--- config.mk ---
export PLATFORM = sky130hd
export DESIGN_NAME = synth_cfg_writer
export DESIGN_NICKNAME = d
export VERILOG_FILES = /design/src/rtl/synth_cfg_pkg.sv /design/src/rtl/synth_cfg_dp.sv /design/src/rtl/synth_cfg_ctrl.sv /design/src/rtl/synth_cfg_writer.sv
export SDC_FILE = /design/constraint.sdc
export NUM_CORES = 1
export LEC_CHECK = 0
export ABC_CLOCK_PERIOD_IN_PS = 6260
export BUFFER_PORTS_ARGS = -buffer_cell sky130_fd_sc_hd__buf_2
export CAP_MARGIN = 0
export CELL_PAD_IN_SITES_DETAIL_PLACEMENT = 1
export CELL_PAD_IN_SITES_GLOBAL_PLACEMENT = 1
export CORE_MARGIN = 5
export CORE_UTILIZATION = 30
export CTS_BUF_LIST = sky130_fd_sc_hd__clkbuf_8 sky130_fd_sc_hd__clkbuf_16
export CTS_CLUSTER_SIZE = 24
export DETAILED_ROUTE_END_ITERATION = 10
export GPL_ROUTABILITY_DRIVEN = 0
export PLACE_DENSITY = 0.59
export RECOVER_POWER = 100
export SLEW_MARGIN = 15
export SYNTH_ARGS = -nofsm -noshare
export SYNTH_HDL_FRONTEND = slang
export SYNTH_HIERARCHICAL = 1
export SYNTH_SLANG_ARGS = --single-unit
--- constraint.sdc ---
create_clock -name clk -period 6.26 [get_ports clk]
set_input_delay 1.252 -clock clk [delete_from_list [all_inputs] [get_ports clk]]
set_output_delay 1.252 -clock clk [all_outputs]
set_load 0.05 [all_outputs]
--- src/rtl/synth_cfg_pkg.sv ---
package synth_cfg_pkg;

  localparam int WORD_W = 32;
  localparam int CORR_W = 11;

  typedef struct packed {
    logic [CORR_W-1:0] corr;
    logic [3:0]  rDiv;
    logic        xtalDbl;
    logic        oscOff;
    logic [3:0]  clkOutDiv;
    logic [1:0]  vcoAdj;
    logic [1:0]  outDiv;
    logic [11:0] fracN;
    logic [7:0]  intN;
    logic        presc;
    logic [1:0]  modSel;
    logic        shapedOok;
    logic [5:0]  paLevel;
    logic [8:0]  deviation;
    logic [2:0]  shapeCtl;
    logic [1:0]  indexCnt;
    logic        pllEn;
    logic        paEn;
    logic        clkOutEn;
    logic        dataInv;
    logic [1:0]  cpCur;
    logic        bleedUp;
    logic        bleedDn;
    logic        vcoOff;
    logic [3:0]  muxSel;
    logic        ldPrec;
    logic [3:0]  vcoBias;
    logic [2:0]  paBias;
    logic [4:0]  pllTest;
    logic [3:0]  modTest;
  } cfg_t;

  // strobes from control to datapath
  typedef struct packed {
    logic       load;     // load a new word into the shifter
    logic [1:0] sel;      // word address for a full update
    logic       tone;     // load word 0 with tone-adjusted correction
    logic       shift;    // advance shifter by one bit
    logic       capTone;  // capture tone offset input
    logic       cfgTake;  // capture configuration inputs
  } strobe_t;

  function automatic cfg_t defaultCfg();
    cfg_t c;
    c = '0;
    c.rDiv   = 4'd1;
    c.vcoAdj = 2'd3;
    c.paBias = 3'd7;
    return c;
  endfunction

  function automatic logic [WORD_W-1:0] packWord(cfg_t c, logic [1:0] idx,
                                                 logic [CORR_W-1:0] corrVal);
    logic [WORD_W-1:0] w;
    case (idx)
      2'd0: w = {5'b0, c.outDiv, c.vcoAdj, c.clkOutDiv, c.oscOff, c.xtalDbl,
                 c.rDiv, corrVal, 2'd0};
      2'd1: w = {9'b0, c.presc, c.intN, c.fracN, 2'd1};
      2'd2: w = {7'b0, c.indexCnt, c.shapeCtl, c.deviation, c.paLevel,
                 c.shapedOok, c.modSel, 2'd2};
      default: w = {c.modTest, c.pllTest, c.paBias, c.vcoBias, c.ldPrec,
                    c.muxSel, c.vcoOff, c.bleedDn, c.bleedUp, c.cpCur,
                    c.dataInv, c.clkOutEn, c.paEn, c.pllEn, 2'd3};
    endcase
    return w;
  endfunction

endpackage

--- src/rtl/synth_cfg_dp.sv ---
module synth_cfg_dp
  import synth_cfg_pkg::*;
#(
  parameter int WAIT_W   = 8,
  parameter int TONE_W   = 8,
  parameter int WAIT_DEF = 5
) (
  input  logic              clk,
  input  logic              rst,
  input  strobe_t           strb,
  input  cfg_t              cfgIn,
  input  logic [WAIT_W-1:0] waitIn,
  input  logic [TONE_W-1:0] toneIn,
  input  logic              busy,
  output logic              msb,
  output logic [WAIT_W-1:0] waitOut
);

  cfg_t              cfgQ;
  logic [WAIT_W-1:0] waitQ;
  logic [TONE_W-1:0] toneQ;
  logic [WORD_W-1:0] shiftQ;

  logic [TONE_W-1:0] toneSrc;
  logic [CORR_W-1:0] corrSum;
  logic [WORD_W-1:0] wordNext;

  always_comb begin
    toneSrc  = strb.capTone ? toneIn : toneQ;
    corrSum  = CORR_W'(cfgQ.corr + CORR_W'(toneSrc));
    wordNext = strb.tone ? packWord(cfgQ, 2'd0, corrSum)
                         : packWord(cfgQ, strb.sel, cfgQ.corr);
  end

  always_ff @(posedge clk) begin
    if (rst) begin
      cfgQ   <= defaultCfg();
      waitQ  <= WAIT_W'(WAIT_DEF);
      toneQ  <= '0;
      shiftQ <= '0;
    end else begin
      if (strb.cfgTake) begin
        cfgQ  <= cfgIn;
        waitQ <= waitIn;
      end
      if (strb.capTone) toneQ <= toneIn;
      if (strb.load)       shiftQ <= wordNext;
      else if (strb.shift) shiftQ <= {shiftQ[WORD_W-2:0], 1'b0};
    end
  end

  assign msb     = shiftQ[WORD_W-1];
  assign waitOut = waitQ;

  AST_CORR_HELD: assert property (@(posedge clk) disable iff (rst)
    busy |=> $stable(cfgQ.corr));

endmodule

--- src/rtl/synth_cfg_ctrl.sv ---
module synth_cfg_ctrl
  import synth_cfg_pkg::*;
#(
  parameter int WAIT_W = 8
) (
  input  logic              clk,
  input  logic              rst,
  input  logic              startFull,
  input  logic              startTone,
  input  logic              cfgWe,
  input  logic [WAIT_W-1:0] waitIn,
  input  logic              msb,
  output strobe_t           strb,
  output logic              busy,
  output logic              le,
  output logic              sclk,
  output logic              sdata
);

  localparam int CNT_W = WAIT_W + 1;
  localparam int BIT_W = $clog2(WORD_W);
  localparam logic [BIT_W-1:0] LAST_BIT = BIT_W'(WORD_W - 1);

  typedef enum logic [2:0] {
    S_IDLE, S_LEAD, S_SETUP, S_BLO, S_BHI, S_LATCH, S_DROP, S_END
  } state_t;

  state_t            st, nxt;
  logic [CNT_W-1:0]  cnt, cntN;
  logic [BIT_W-1:0]  bitIdx, bitN;
  logic [1:0]        wordIdx, wordN;
  logic              toneMode, toneModeN;
  logic              pend, pendN;

  logic [WAIT_W-1:0] waitEff;
  logic [CNT_W-1:0]  twoWm1, oneWm1;

  always_comb begin
    waitEff = (waitIn == '0) ? WAIT_W'(1) : waitIn;
    twoWm1  = {waitEff, 1'b0} - CNT_W'(1);
    oneWm1  = {1'b0, waitEff} - CNT_W'(1);
  end

  always_comb begin
    nxt       = st;
    cntN      = cnt;
    bitN      = bitIdx;
    wordN     = wordIdx;
    toneModeN = toneMode;
    pendN     = pend;
    strb      = '0;

    // queue a tone while a full update runs
    if (st != S_IDLE && !toneMode && !pend && startTone) begin
      strb.capTone = 1'b1;
      pendN        = 1'b1;
    end

    case (st)
      S_IDLE: begin
        if (startFull) begin
          toneModeN = 1'b0;
          wordN     = 2'd0;
          strb.load = 1'b1;
          strb.sel  = 2'd0;
          nxt       = S_LEAD;
          cntN      = twoWm1;
          if (startTone) begin
            strb.capTone = 1'b1;
            pendN        = 1'b1;
          end
        end else if (startTone) begin
          toneModeN    = 1'b1;
          strb.capTone = 1'b1;
          strb.load    = 1'b1;
          strb.tone    = 1'b1;
          nxt          = S_LEAD;
          cntN         = twoWm1;
        end else if (cfgWe) begin
          strb.cfgTake = 1'b1;
        end
      end
      S_LEAD: begin
        if (cnt == '0) begin
          nxt  = S_SETUP;
          cntN = oneWm1;
        end else cntN = cnt - CNT_W'(1);
      end
      S_SETUP: begin
        if (cnt == '0) begin
          nxt  = S_BLO;
          cntN = twoWm1;
          bitN = '0;
        end else cntN = cnt - CNT_W'(1);
      end
      S_BLO: begin
        if (cnt == '0) begin
          if (bitIdx == LAST_BIT) begin
            nxt  = S_LATCH;
            cntN = twoWm1;
          end else nxt = S_BHI;
        end else cntN = cnt - CNT_W'(1);
      end
      S_BHI: begin
        strb.shift = 1'b1;
        bitN       = bitIdx + BIT_W'(1);
        nxt        = S_BLO;
        cntN       = twoWm1;
      end
      S_LATCH: begin
        if (cnt == '0) nxt = S_DROP;
        else cntN = cnt - CNT_W'(1);
      end
      S_DROP: nxt = S_END;
      S_END: begin
        if (!toneMode && wordIdx != 2'd3) begin
          wordN     = wordIdx + 2'd1;
          strb.load = 1'b1;
          strb.sel  = wordIdx + 2'd1;
          nxt       = S_LEAD;
          cntN      = twoWm1;
        end else if (!toneMode && (pend || startTone)) begin
          pendN     = 1'b0;
          toneModeN = 1'b1;
          strb.load = 1'b1;
          strb.tone = 1'b1;
          nxt       = S_LEAD;
          cntN      = twoWm1;
        end else begin
          pendN = 1'b0;
          nxt   = S_IDLE;
        end
      end
      default: nxt = S_IDLE;
    endcase
  end

  always_ff @(posedge clk) begin
    if (rst) begin
      st       <= S_IDLE;
      cnt      <= '0;
      bitIdx   <= '0;
      wordIdx  <= '0;
      toneMode <= 1'b0;
      pend     <= 1'b0;
      le       <= 1'b0;
      sclk     <= 1'b1;
    end else begin
      st       <= nxt;
      cnt      <= cntN;
      bitIdx   <= bitN;
      wordIdx  <= wordN;
      toneMode <= toneModeN;
      pend     <= pendN;
      le       <= (nxt inside {S_LEAD, S_LATCH, S_DROP});
      sclk     <= (nxt inside {S_IDLE, S_END, S_LEAD, S_BHI, S_LATCH});
    end
  end

  always_comb begin
    busy = (st != S_IDLE);
    case (st)
      S_IDLE, S_END, S_LEAD: sdata = 1'b1;
      S_SETUP:               sdata = 1'b0;
      default:               sdata = msb;
    endcase
  end

  AST_IDLE_LEVELS: assert property (@(posedge clk) disable iff (rst)
    !busy |-> (!le && sclk && sdata));

  AST_START_ACCEPT: assert property (@(posedge clk) disable iff (rst)
    (!busy && (startFull || startTone)) |=> (busy && le));

  AST_LE_RISE_CLK_HIGH: assert property (@(posedge clk) disable iff (rst)
    $rose(le) |-> sclk);

  AST_PEND_IN_FULL: assert property (@(posedge clk) disable iff (rst)
    pend |-> !toneMode);

endmodule

--- src/rtl/synth_cfg_writer.sv ---
module synth_cfg_writer
  import synth_cfg_pkg::*;
#(
  parameter int WAIT_W = 8,
  parameter int TONE_W = 8
) (
  input  logic              clk,
  input  logic              rst,
  input  logic [10:0]       corr,
  input  logic [3:0]        rDiv,
  input  logic              xtalDbl,
  input  logic              oscOff,
  input  logic [3:0]        clkOutDiv,
  input  logic [1:0]        vcoAdj,
  input  logic [1:0]        outDiv,
  input  logic [11:0]       fracN,
  input  logic [7:0]        intN,
  input  logic              presc,
  input  logic [1:0]        modSel,
  input  logic              shapedOok,
  input  logic [5:0]        paLevel,
  input  logic [8:0]        deviation,
  input  logic [2:0]        shapeCtl,
  input  logic [1:0]        indexCnt,
  input  logic              pllEn,
  input  logic              paEn,
  input  logic              clkOutEn,
  input  logic              dataInv,
  input  logic [1:0]        cpCur,
  input  logic              bleedUp,
  input  logic              bleedDn,
  input  logic              vcoOff,
  input  logic [3:0]        muxSel,
  input  logic              ldPrec,
  input  logic [3:0]        vcoBias,
  input  logic [2:0]        paBias,
  input  logic [4:0]        pllTest,
  input  logic [3:0]        modTest,
  input  logic [WAIT_W-1:0] waitIn,
  input  logic              cfgWe,
  input  logic              startFull,
  input  logic              startTone,
  input  logic [TONE_W-1:0] toneOfs,
  output logic              le,
  output logic              sclk,
  output logic              sdata,
  output logic              busy
);

  cfg_t              cfgIn;
  strobe_t           strb;
  logic              msb;
  logic [WAIT_W-1:0] waitCur;

  always_comb begin
    cfgIn.corr      = corr;
    cfgIn.rDiv      = rDiv;
    cfgIn.xtalDbl   = xtalDbl;
    cfgIn.oscOff    = oscOff;
    cfgIn.clkOutDiv = clkOutDiv;
    cfgIn.vcoAdj    = vcoAdj;
    cfgIn.outDiv    = outDiv;
    cfgIn.fracN     = fracN;
    cfgIn.intN      = intN;
    cfgIn.presc     = presc;
    cfgIn.modSel    = modSel;
    cfgIn.shapedOok = shapedOok;
    cfgIn.paLevel   = paLevel;
    cfgIn.deviation = deviation;
    cfgIn.shapeCtl  = shapeCtl;
    cfgIn.indexCnt  = indexCnt;
    cfgIn.pllEn     = pllEn;
    cfgIn.paEn      = paEn;
    cfgIn.clkOutEn  = clkOutEn;
    cfgIn.dataInv   = dataInv;
    cfgIn.cpCur     = cpCur;
    cfgIn.bleedUp   = bleedUp;
    cfgIn.bleedDn   = bleedDn;
    cfgIn.vcoOff    = vcoOff;
    cfgIn.muxSel    = muxSel;
    cfgIn.ldPrec    = ldPrec;
    cfgIn.vcoBias   = vcoBias;
    cfgIn.paBias    = paBias;
    cfgIn.pllTest   = pllTest;
    cfgIn.modTest   = modTest;
  end

  synth_cfg_ctrl #(.WAIT_W(WAIT_W)) uCtrl (
    .clk       (clk),
    .rst       (rst),
    .startFull (startFull),
    .startTone (startTone),
    .cfgWe     (cfgWe),
    .waitIn    (waitCur),
    .msb       (msb),
    .strb      (strb),
    .busy      (busy),
    .le        (le),
    .sclk      (sclk),
    .sdata     (sdata)
  );

  synth_cfg_dp #(.WAIT_W(WAIT_W), .TONE_W(TONE_W)) uDp (
    .clk     (clk),
    .rst     (rst),
    .strb    (strb),
    .cfgIn   (cfgIn),
    .waitIn  (waitIn),
    .toneIn  (toneOfs),
    .busy    (busy),
    .msb     (msb),
    .waitOut (waitCur)
  );

endmodule

==> impl.org <==
** Die
- Pin placement for this block handled 124 I/O pins.
- The floorplan has 62 rows.
- Initial cell density of the core :: 0.304
- Die X :: 181 microns
- Placeable core region :: 28800 sq um
- Die outline height :: 181 microns
- The floorplan step defined a die boundary enclosing 32700 sq um.

** Synthesis
- The share of synthesized area in the top cell type comes to 0.389.
- Seq cells post-synth :: 170
- Most area-hungry cell type in the Yosys netlist :: sky130_fd_sc_hd__dfxtp_1
- Mapped Area :: 8750 sq um
- Yosys printed 6 warnings.
- The cell count after synthesis came out at 937.
- The synthesized design contains 0 enable-type register cells.
- Post-synthesis sequential area ratio :: 0.389
- FFs w/ async S/R, synth :: 0
- In the synthesized netlist the dominant register cell turns out to be sky130_fd_sc_hd__dfxtp_1.
- Mapped Nets :: 1071
- Dividing the synthesized area by the synthesized cell count gives 9.34 sq um.
- Synth area leaders :: sky130_fd_sc_hd__dfxtp_1 39%, sky130_fd_sc_hd__mux2i_1 13%, sky130_fd_sc_hd__nor2_1 6.8%
- Counting distinct cell types in the post-synthesis netlist gives 87.

** Place
- HPWL Detailed :: 17000 microns
- Setup slack at placement :: 2.50 ns
- Port buffering added 123 buffers.

** Route
- Vias per cell :: 4.99
- Post-route antenna net violation count :: 0
- Summing over every cut layer, the via total after detailed routing is 7051.
- For this block, the routed nets add up to 24700 microns of wire.
- In this run, the number of DRC markers left after iteration 0 of detailed routing was 406.
- Dividing the detail-routed wire length by the instance count gives 17.5 microns.
- The first detailed-routing pass took 4 iterations.
- For this run, design rule violations remaining after detail routing come to 0.

** CTS
- After clock tree synthesis, the setup repair step added 0 buffers.
- Maximum root-to-sink buffer count :: 2
- Quantity of hold-fixing buffers added after cts :: 0
- Clock tree synthesis found a total of 170 sinks.
- Clock-pin slew reported for the worst setup and hold paths after clock tree synthesis :: 0.08 ns
- The H-tree generated during clock tree synthesis spans 4 levels.
- After clock tree synthesis, the repair step resized 0 gates.
- Buffers inserted during clock tree synthesis total 17.
- Source-to-sink clock delay at the later pin of the worst-skew pair :: 0.43 ns
- TritonCTS built the clock tree.
- Root buffer cell :: sky130_fd_sc_hd__clkbuf_16

** Timing
- Final Hold Vio Count :: 0
- F_max :: 233 MHz
- Slew Limit Headroom :: -0.483
- At the pin with the least slew margin, the transition time is 2.23 ns.
- Final setup violation count :: 0
- Between clock sinks in the finished design, the worst skew comes to 0.0179 ns.
- Fin crit share :: 0.686
- RSZ-0062 raised after global routing :: no
- The count of pins over their slew limit was 146.
- For the final routed database, the setup TNS stands at 0 ns.
- Clock period minus final worst setup slack :: 4.29 ns
- Setup slack of the critical path after layout :: 1.97 ns

** Global route
- Global-route congestion overflow total :: 0
- The initial antenna violation count came to 0.
- In the global route stage, overall resource usage came out at 0.149.
- Maximum number of pins on one net before global-route repair :: 91
- Vias in the first global route :: 7350
- Wire length of the first global-routing pass :: 40300 microns

** Setup path
- For this run, the slowest stage of the critical path takes 0.98 ns.
- The worst setup path is captured at a register.
- For the worst setup path, the data required time is 6.47 ns.
- In this run the worst path has a maximum fanout of 35.
- The worst setup path is launched from a register.
- Cells along the critical path :: clkbuf_1, nor3_1, o21ai_0, nand3_1, clkbuf_1, a211oi_1, a311oi_1
- STA puts the critical path data arrival time at 4.50 ns.
- Slowest CP cell :: sky130_fd_sc_hd__nand3_1
- Most prevalent standard cell on the critical path :: sky130_fd_sc_hd__clkbuf_1
- The critical path is of the reg -> reg type.
- Count of buffering cells on the critical path with inverters included :: 2
- Grouping stages by cell kind, the critical path spends the most delay in buffers and inverters.

** Job
- The tool flagged a number of max-cap violations equal to 4.

** Power and ir drop
- Largest vdd supply drop :: 0.000182 V
- In this run the static leakage power is 3.69 nW.
- In this run the power density over the cells is 371 nW/um^2.
- Net Sw Frac :: 0.387
- Comb pwr share :: 0.347
- The share of total power dissipated in the clock network is 0.290.
- The analysis attributes to net switching a power of 0.00144 W.
- Sequential fraction of design power :: 0.363
- Internal Pwr Total :: 0.00228 W

** Layout
- The number of antenna diodes in the final layout is 0.
- After filler insertion, the fill cell instance count of the layout stands at 3346.
- Most common library cell in the layout ignoring fill and taps :: sky130_fd_sc_hd__dfxtp_1
- Top library cells by usage in the layout, fill and taps aside :: 170 x sky130_fd_sc_hd__dfxtp_1, 158 x sky130_fd_sc_hd__nor2_1, 117 x sky130_fd_sc_hd__buf_2, 117 x sky130_fd_sc_hd__mux2i_1, 56 x sky130_fd_sc_hd__a21oi_1
- The net count of the finished layout is 1150.
- Relative to the synthesized area, the layout overhead comes to 14.3%.
- Proportion of layout cells with a drive suffix above 1 :: 0.197

** Run status
- The checks that failed: max-capacitance violations, max-slew violations.
- The flow ran to the end, but the final reports show violations.

** Min path
- The min-delay analysis places its worst path in the category reg -> reg.
-- worst register-to-register path: stages, from the launching register on --
cell and delay (ns):
sky130_fd_sc_hd__dfxtp_1 0.33, sky130_fd_sc_hd__clkbuf_1 0.91, sky130_fd_sc_hd__nor3_1 0.36, sky130_fd_sc_hd__o21ai_0 0.29
sky130_fd_sc_hd__nand3_1 0.98, sky130_fd_sc_hd__clkbuf_1 0.74, sky130_fd_sc_hd__a211oi_1 0.38, sky130_fd_sc_hd__a311oi_1 0.09
-- layer usage --
metal  vias up  GRT usage  share of wire
li1       3493          -              -
met1      3430      0.216           0.51
met2       114      0.234           0.45
met3        14     0.0261          0.034
met4         0     0.0309         0.0067
met5         -          0              0
-- final cells by class --
class,instances,area [sq um],area share
clock buffer,17,425,0.0425
clock inverter,15,168,0.0168
inverter,16,60.1,0.00600
multi-input combinational,678,4780,0.478
sequential,170,3400,0.340
tap,384,480,0.0480
timing repair buffer,133,684,0.0684
-- synth_stat cells, types with 3 or more instances --
library cell / instances
sky130_fd_sc_hd__a211oi_1: 40
sky130_fd_sc_hd__mux4_1: 3
sky130_fd_sc_hd__mux4_2: 10
sky130_fd_sc_hd__a21oi_1: 57
sky130_fd_sc_hd__a221oi_1: 3
sky130_fd_sc_hd__nor3_2: 3
sky130_fd_sc_hd__nand4_1: 3
sky130_fd_sc_hd__a21o_1: 6
sky130_fd_sc_hd__nor2_1: 158
sky130_fd_sc_hd__xor2_1: 11
sky130_fd_sc_hd__nand2_1: 33
sky130_fd_sc_hd__nor3_1: 19
sky130_fd_sc_hd__a211o_1: 8
sky130_fd_sc_hd__a311oi_1: 6
sky130_fd_sc_hd__dfxtp_1: 170
sky130_fd_sc_hd__o31a_1: 3
sky130_fd_sc_hd__nor2b_1: 42
sky130_fd_sc_hd__and2_1: 5
sky130_fd_sc_hd__o21ai_1: 6
sky130_fd_sc_hd__nor3b_1: 3
sky130_fd_sc_hd__a31oi_1: 3
sky130_fd_sc_hd__inv_1: 15
sky130_fd_sc_hd__mux2_2: 10
sky130_fd_sc_hd__xnor2_1: 4
sky130_fd_sc_hd__or2_2: 3
sky130_fd_sc_hd__nand3b_1: 3
sky130_fd_sc_hd__clkbuf_8: 7
sky130_fd_sc_hd__buf_4: 5
sky130_fd_sc_hd__nand3_1: 10
sky130_fd_sc_hd__ha_1: 13
sky130_fd_sc_hd__o21ai_0: 16
sky130_fd_sc_hd__and3_1: 3
sky130_fd_sc_hd__buf_2: 21
sky130_fd_sc_hd__o22ai_1: 14
sky130_fd_sc_hd__o211ai_1: 3
sky130_fd_sc_hd__buf_6: 5
sky130_fd_sc_hd__mux2i_1: 117
sky130_fd_sc_hd__clkbuf_1: 29
sky130_fd_sc_hd__nand2b_1: 8
-- registers in the layout, indices dropped and copies added, names as in the netlist --
name,cells
uCtrl/bitIdx,5
uCtrl/cnt,9
uCtrl/le,1
uCtrl/pend,1
uCtrl/sclk,1
uCtrl/st,3
uCtrl/toneMode,1
uCtrl/wordIdx,2
uDp/cfgQ,99
uDp/shiftQ,32
uDp/toneQ,8
uDp/waitOut,8
-- stage by stage --
step,util,std cells,hold WS (ns),cell area (sq um),power [W]
3_3_place_gp,0.329,1381,0.467,9480,0.00266
5_1_grt,0.348,1413,0.523,10000,0.00397
6_report,0.348,1413,0.486,10000,0.00371
3_5_place_dp,0.329,1381,0.472,9480,0.00268
2_1_floorplan,-,937,0.447,8750,0.00239
4_1_cts,0.350,1413,0.486,10100,0.00378
-- cells by family after synthesis --
logic type      Yosys count  share of synthesized area
simple gates            311                      0.172
compound gates          196                      0.157
flops                   170                      0.389
mux                     142                      0.184
buf+inv                  89                     0.0625
xor+xnor                 15                     0.0150
fa+ha+maj                14                     0.0209
-- worst paths after layout --
check | from | end | slack (ns) | cells after the start
worst min register to register | uDp/cfgQ[74]$_SDFFE_PP0P_ | uDp/shiftQ[25]$_SDFFE_PP0P_ | 0.49 | 2
worst max-delay path | uCtrl/st[2]$_SDFF_PP0_ | uDp/shiftQ[15]$_SDFFE_PP0P_ | 1.97 | 7
worst max register to register | uCtrl/st[2]$_SDFF_PP0_ | uDp/shiftQ[15]$_SDFFE_PP0P_ | 1.97 | 7
worst min-delay path | uDp/cfgQ[74]$_SDFFE_PP0P_ | uDp/shiftQ[25]$_SDFFE_PP0P_ | 0.49 | 2
-- power by group through the flow --
stage	Sequential [W]	Combinational (W)	Clock [W]
after detailed placement	0.00137	0.00131	0
after CTS	0.00135	0.00132	0.00111
after global placement	0.00137	0.00129	0
after global routing	0.00137	0.00144	0.00116
after floorplan	0.00136	0.00103	0
final	0.00135	0.00129	0.00108
Note: power is estimated with default switching activity, not from simulation.
